## src/rtl/bscan_pkg.sv

```systemverilog
package bscan_pkg;

    typedef enum logic [1:0] {
        INS_EXTEST = 2'd0,
        INS_SAMPLE = 2'd1,
        INS_BYPASS = 2'd2,
        INS_IDCODE = 2'd3
    } instr_e;

    typedef struct packed {
        logic cap;
        logic shf;
        logic upd;
    } strobe_t;

    function automatic logic uses_boundary(instr_e ins);
        return (ins == INS_EXTEST) || (ins == INS_SAMPLE);
    endfunction

    function automatic strobe_t gate_strobes(strobe_t s, logic sel);
        strobe_t g;
        g.cap = s.cap & sel;
        g.shf = s.shf & sel;
        g.upd = s.upd & sel;
        return g;
    endfunction

endpackage

```

## src/rtl/bscan_chain.sv

```systemverilog
module bscan_chain
    import bscan_pkg::*;
#(
    parameter int N_PINS = 8
) (
    input  logic              clk,
    input  logic              rst,
    input  strobe_t           stb,
    input  logic              tdi,
    input  logic [N_PINS-1:0] core_oe,
    input  logic [N_PINS-1:0] pad_in,
    output logic [N_PINS-1:0] lat_oe,
    output logic [N_PINS-1:0] lat_dat,
    output logic              so
);
    localparam int W = 2 * N_PINS;

    logic [W-1:0]      sr;
    logic [W-1:0]      lat;
    logic [W-1:0]      cap_vec;
    logic [N_PINS-1:0] sr_oe;
    logic [N_PINS-1:0] sr_dat;

    for (genvar n = 0; n < N_PINS; n++) begin : g_pin
        assign cap_vec[2*n]   = core_oe[n];
        assign cap_vec[2*n+1] = pad_in[n];
        assign lat_oe[n]      = lat[2*n];
        assign lat_dat[n]     = lat[2*n+1];
        assign sr_oe[n]       = sr[2*n];
        assign sr_dat[n]      = sr[2*n+1];
    end

    always_ff @(posedge clk) begin
        if (rst) begin
            sr <= '0;
        end else if (stb.cap) begin
            sr <= cap_vec;
        end else if (stb.shf) begin
            sr <= {tdi, sr[W-1:1]};
        end
    end

    always_ff @(posedge clk) begin
        if (rst) begin
            lat <= '0;
        end else if (stb.upd) begin
            lat <= sr;
        end
    end

    assign so = sr[0];


    cap_oe_chk: assert property (@(posedge clk) disable iff (rst)
        stb.cap |=> sr_oe == $past(core_oe));


    cap_pad_chk: assert property (@(posedge clk) disable iff (rst)
        stb.cap |=> sr_dat == $past(pad_in));


    shift_in_chk: assert property (@(posedge clk) disable iff (rst)
        (stb.shf && !stb.cap) |=> sr[W-1] == $past(tdi));


    latch_hold_chk: assert property (@(posedge clk) disable iff (rst)
        !stb.upd |=> $stable(lat));


    latch_load_chk: assert property (@(posedge clk) disable iff (rst)
        stb.upd |=> lat == $past(sr));

endmodule

```

## src/rtl/bscan_aux.sv

```systemverilog
module bscan_aux
    import bscan_pkg::*;
#(
    parameter logic [31:0] ID_VALUE = 32'h4B1D_0E37
) (
    input  logic    clk,
    input  logic    rst,
    input  strobe_t byp_stb,
    input  strobe_t id_stb,
    input  logic    tdi,
    output logic    byp_so,
    output logic    id_so
);
    localparam logic [31:0] ID_EFF = ID_VALUE | 32'h1;

    logic        byp;
    logic [31:0] id_sr;

    always_ff @(posedge clk) begin
        if (rst) begin
            byp <= 1'b0;
        end else if (byp_stb.cap) begin
            byp <= 1'b0;
        end else if (byp_stb.shf) begin
            byp <= tdi;
        end
    end

    always_ff @(posedge clk) begin
        if (rst) begin
            id_sr <= '0;
        end else if (id_stb.cap) begin
            id_sr <= ID_EFF;
        end else if (id_stb.shf) begin
            id_sr <= {tdi, id_sr[31:1]};
        end
    end

    assign byp_so = byp;
    assign id_so  = id_sr[0];


    byp_cap_chk: assert property (@(posedge clk) disable iff (rst)
        byp_stb.cap |=> !byp);


    id_lsb_chk: assert property (@(posedge clk) disable iff (rst)
        id_stb.cap |=> id_sr[0]);

endmodule

```

## src/rtl/bscan_dr.sv

```systemverilog
module bscan_dr
    import bscan_pkg::*;
#(
    parameter int          N_PINS   = 8,
    parameter logic [31:0] ID_VALUE = 32'h4B1D_0E37
) (
    input  logic              tck,
    input  logic              trst,
    input  logic [1:0]        instr,
    input  logic              cap_dr,
    input  logic              shift_dr,
    input  logic              update_dr,
    input  logic              tdi,
    output logic              tdo,
    input  logic [N_PINS-1:0] core_oe,
    input  logic [N_PINS-1:0] core_out,
    output logic [N_PINS-1:0] core_in,
    input  logic [N_PINS-1:0] pad_in,
    output logic [N_PINS-1:0] pad_oe,
    output logic [N_PINS-1:0] pad_out
);
    instr_e            ins;
    strobe_t           raw_stb;
    strobe_t           bnd_stb;
    strobe_t           byp_stb;
    strobe_t           id_stb;
    logic              ext_on;
    logic              bnd_so;
    logic              byp_so;
    logic              id_so;
    logic [N_PINS-1:0] lat_oe;
    logic [N_PINS-1:0] lat_dat;

    assign ins         = instr_e'(instr);
    assign raw_stb.cap = cap_dr;
    assign raw_stb.shf = shift_dr;
    assign raw_stb.upd = update_dr;

    assign bnd_stb = gate_strobes(raw_stb, uses_boundary(ins));
    assign byp_stb = gate_strobes(raw_stb, ins == INS_BYPASS);
    assign id_stb  = gate_strobes(raw_stb, ins == INS_IDCODE);

    bscan_chain #(.N_PINS(N_PINS)) u_chain (
        .clk     (tck),
        .rst     (trst),
        .stb     (bnd_stb),
        .tdi     (tdi),
        .core_oe (core_oe),
        .pad_in  (pad_in),
        .lat_oe  (lat_oe),
        .lat_dat (lat_dat),
        .so      (bnd_so)
    );

    bscan_aux #(.ID_VALUE(ID_VALUE)) u_aux (
        .clk     (tck),
        .rst     (trst),
        .byp_stb (byp_stb),
        .id_stb  (id_stb),
        .tdi     (tdi),
        .byp_so  (byp_so),
        .id_so   (id_so)
    );

    always_comb begin
        case (ins)
            INS_BYPASS: tdo = byp_so;
            INS_IDCODE: tdo = id_so;
            default:    tdo = bnd_so;
        endcase
    end

    assign ext_on  = (ins == INS_EXTEST) && !trst;
    assign pad_oe  = ext_on ? lat_oe  : core_oe;
    assign pad_out = ext_on ? lat_dat : core_out;
    assign core_in = ext_on ? {N_PINS{1'b1}} : pad_in;

endmodule

```

## config.mk

```make
export PLATFORM = sky130hd
export DESIGN_NAME = bscan_dr
export DESIGN_NICKNAME = d
export VERILOG_FILES = /design/src/rtl/bscan_pkg.sv /design/src/rtl/bscan_chain.sv /design/src/rtl/bscan_aux.sv /design/src/rtl/bscan_dr.sv
export SDC_FILE = /design/constraint.sdc
export NUM_CORES = 1
export LEC_CHECK = 0
export ABC_AREA = 1
export ABC_CLOCK_PERIOD_IN_PS = 3000
export CORE_ASPECT_RATIO = 1.1
export CORE_UTILIZATION = 46
export DETAILED_ROUTE_END_ITERATION = 8
export DONT_BUFFER_PORTS = 1
export PLACE_DENSITY = 0.6
export SETUP_SLACK_MARGIN = 0.1
export SLEW_MARGIN = 25
export SYNTH_ARGS = -nofsm -noshare
export SYNTH_HDL_FRONTEND = slang
export SYNTH_SLANG_ARGS = --single-unit
```

## constraint.sdc

```tcl
create_clock -name tck -period 3 [get_ports tck]
set_input_delay 0.9 -clock tck [delete_from_list [all_inputs] [get_ports tck]]
set_output_delay 0.9 -clock tck [all_outputs]
set_load 0.1 [all_outputs]
```

### Word-level counts from Yosys, hierarchy flattened

Index checks and enable logic that the tools add are counted.

* equality and inequality tests: 3
* multiplexer cells: 8
* bitwise logic cells: 7
* reductions and logical operators: 8

Operator list (count)
* 2-to-1 mux 31 bit: 2
* 2-to-1 mux 16 bit: 2
* 2-to-1 mux 8 bit: 3
* AND 1 bit: 7
* equality test 2 bit (second input constant): 2
* nonzero test 2 bit: 2
* OR reduction 2 bit: 2
* equality test 2 x 1 -> 1 bit (second input constant): 1
* zero test 2 bit: 1
* one-hot mux 1 bit (2 select lines): 1
* logical AND 1 bit: 1
* zero test 1 bit: 1
* logical OR 1 bit: 1

* bits in registers: 65
* bits of input ports: 32
* output and inout port bits: 25
* logic and storage cells: 31

### Depth between registers and ports, before layout

* word-level depth: 5
* depth in mapped cells: 8
* mapped depth without buffers: 6

### Hierarchy

Synthesis repeated with hierarchy kept, for this count alone.

* cell total of the unflattened synthesis: 474
* area, all modules: 3136.8 um2

Modules (own cells, without submodules)
* bscan_chain: times used 1, cells each 203, area an instance 1428.9 um2, sequential area each 640.6 um2
* bscan_aux: times used 1, cells each 180, area an instance 1291.2 um2, sequential area each 660.6 um2
* bscan_dr: times used 1, cells each 91, area an instance 416.6 um2, sequential area each 0.0 um2

### Worst setup path after synthesis

OpenSTA, ideal clock, no wires.

* kind: in2out
* start: input port trst
* end: output port pad_oe[2]
* arrival time: 3.610 ns
* required time: 2.100 ns
* path slack: -1.510 ns
* stages on the path: 5
* path buffers: 2
* path through: buf_2 inv_1 nand3_1 clkbuf_1 o21ai_0

* longest elaborated chain between the ends: 3

RTL lines
* from (decl): line bscan_dr.sv:8 `input logic trst,`
* zero test 1 bit: line bscan_dr.sv:73 `assign ext_on = (ins == INS_EXTEST) && !trst;`
* logical AND 1 bit: line bscan_dr.sv:73
* 2-to-1 mux 8 bit: line bscan_dr.sv:74 `assign pad_oe = ext_on ? lat_oe : core_oe;`
* to (decl): line bscan_dr.sv:19 `output logic [N_PINS-1:0] pad_oe,`

No other way between the ends.

### Worst setup path in the final report

* start: input port instr[0]
* end: output port pad_oe[3]

* longest elaborated chain between the ends: 3

RTL lines
* from (decl): line bscan_dr.sv:9 `input logic [1:0] instr,`
* zero test 2 bit: line bscan_dr.sv:73
* logical AND 1 bit: line bscan_dr.sv:73
* 2-to-1 mux 8 bit: line bscan_dr.sv:74

No other way between the ends.

==> impl_metrics.csv <==
group,metric,value,unit
run_status,status,"finished clean",
grt,track_usage,0.2082,
layout,multiInputGateArea,0.001506,sq mm
grt,antenna_found_initial,0,
clock_tree,ctsRootBufferMaster,"clkbuf_8",
timing,period_share,0.9014,
layout,antenna_cells,0,
timing,rsz0062_at_grt,"false",
timing,min_period,2704,ps
power,ir_drop,0.0004316,V
clock_tree,cts.clk_slew.worst_paths,60,ps
placed_design,place_hpwl,4374,um
logic_synthesis,syn_area,0.002909,sq mm
logic_synthesis,ys_seq_elements,65,
layout,nets,489,
clock_tree,clockBufferDepth,2,
clock_tree,cts_sinks,65,
die,die_h,85.41,um
die,die_area,0.006646,sq mm
placed_design,dp.cells,526,
timing,max_freq,0.3698,GHz
timing,drv_slew,0,
setup_path,arrival,1800,ps
die,num_rows,30,
drt,viasPerCell,4.871,
clock_tree,cts_resized,0,
drt,drcViolationCount,0,
flow_run,drv_cap,0,
clock_tree,numCtsBuffers,9,
logic_synthesis,avgSynthCellArea,6.642,sq um
timing,worst_slew_pin_slew,796.7,ps
placed_design,port_buffers,0,
logic_synthesis,synth_cells,438,
logic_synthesis,seq_area_frac_synth,0.4473,
placed_design,gp_congestion,0.8243,
timing,hold_viol,0,
timing,clock_skew,6.572,ps
logic_synthesis,synth_fp_nets,470,
clock_tree,htreeDepth,3,
power,powerDensity,560.3,mW/mm^2
die,placeableCoreArea,0.006156,sq mm
clock_tree,post_cts.repair.setup_buffers,0,
clock_tree,cts_hold_buffers,0,
layout,drive_above_1_share,0.1732,
clock_tree,cts_tree,"built",
die,start_util,0.4726,
layout,layout_commonest_cell,"nand2_1",
timing,relSlewSlack,0.4676,
drt,drt_iter0_drc,157,
logic_synthesis,ys_types,20,
layout,ff_latch_area,0.001301,sq mm
drt,drtPass1Iterations,4,
timing,finalSetupTns,0,ps
grt,overflow,0,
drt,routed_wl,6485,um
layout,layout_common_cells,"nand2_1, nor2_1, dfxtp_1",
drt,ant_nets,0,
setup_path,cp-end-kind,"primary output",
logic_synthesis,yosysWarnings,0,
die,io_pins,57,
timing,setup_viol,0,
die,die_x,77.82,um
min_path,hp-class,"flop to flop",
drt,wl_per_cell,11.96,um
setup_path,cp_max_fo,25,
drt,dr_total_vias,2640,
grt,grt_pass1_vias,2355,
setup_path,path_class,"input port to primary output",
clock_tree,clk_latency,330,ps
layout,n_fill_cell,550,
grt,grt_start_max_net_pins,35,
setup_path,critPathRequiredTime,2100,ps
layout,instances_no_fill,542,
setup_path,startpoint_type,"input port",
layout,area_delta_synth_final,32.60,%
power,cellLeakagePower,1.667,nW
grt,grt_pass1_wl,10920,um
## logic make-up (layout without fill, tap and decap cells)
group	count (synthesis)	count (layout)	synth area share
and+or+nand+nor	220	220	0.3037
buffers and inverters	70	94	0.1054
AOI/OAI and AO/OA	83	83	0.1437
DFF	65	65	0.4473
## worst paths after layout
| kind | start | to | slack [ps] | depth (start not counted) |
|---|---|---|---|---|
| max | instr[0] | pad_oe[3] | 300 | 5 |
| max reg2reg | u_chain.sr[8] | u_chain.sr[7] | 2180 | 6 |
| min | u_aux.id_sr[29] | u_aux.id_sr[28] | 460 | 2 |
| min reg2reg | u_aux.id_sr[29] | u_aux.id_sr[28] | 460 | 2 |
## layout make-up
cell class / instances / area share
inverters: 47 / 0.04638
repair buffers: 31 / 0.1460
clock inverters: 2 / 0.009082
flip-flops and latches: 65 / 0.3373
clock buffers: 14 / 0.04476
multi-input cells: 303 / 0.3905
well taps: 80 / 0.02595
## sequential cells by signal, summed over array words and instances, names as in the netlist
signal	count
u_aux.id_sr	32
u_chain.lat	16
u_chain.sr	16
u_aux.byp_so	1
## per-layer routing
layer	global-route usage	up-vias	wire (um)
met2	0.3451	74	3103
met1	0.2528	1177	2961
met4	0.08919	0	51
met3	0.05699	6	369
li1	-	1383	-
met5	0	-	0
## worst max-delay path, stage by stage
cell,delay [ps]
inv_1,130
nand3_4,170
buf_12,220
o21ai_4,180
buf_12,190
## cell usage after synthesis
cell	count	area share
a21oi_1	33	0.057
buf_1	1	0.0013
buf_2	11	0.019
buf_4	2	0.0052
buf_6	3	0.012
clkbuf_1	6	0.0077
dfxtp_1	65	0.45
inv_1	45	0.058
inv_2	2	0.0026
nand2_1	113	0.15
nand2_2	2	0.0043
nand2_4	1	0.0039
nand3_1	5	0.0086
nand3_4	1	0.0060
nand4_1	1	0.0022
nor2_1	94	0.12
nor2_4	3	0.012
o211ai_1	1	0.0026
o21ai_0	46	0.079
o21ai_1	3	0.0052
## metrics by stage
stage	hold slack, ps	cell area [sq um]	worst slack (ps)	util	total power (W)
2_1_floorplan	435.8	3153	-393.7	-	0.001292
3_3_place_gp	445.1	3650	320.7	0.5929	0.001412
3_5_place_dp	451.7	3650	281.3	0.5929	0.001418
4_1_cts	462.6	3857	280.1	0.6266	0.002177
5_1_grt	478.4	3857	241.0	0.6266	0.002250
6_report	459.6	3857	295.9	0.6266	0.002161
## report_power, final
part | switching (W) | internal [W]
Clock | 0.000312 | 0.000452
Sequential | 0.0000173 | 0.000906
Combinational | 0.000320 | 0.000155
Total | 0.000649 | 0.00151
Power figures use the tool's default switching activity.
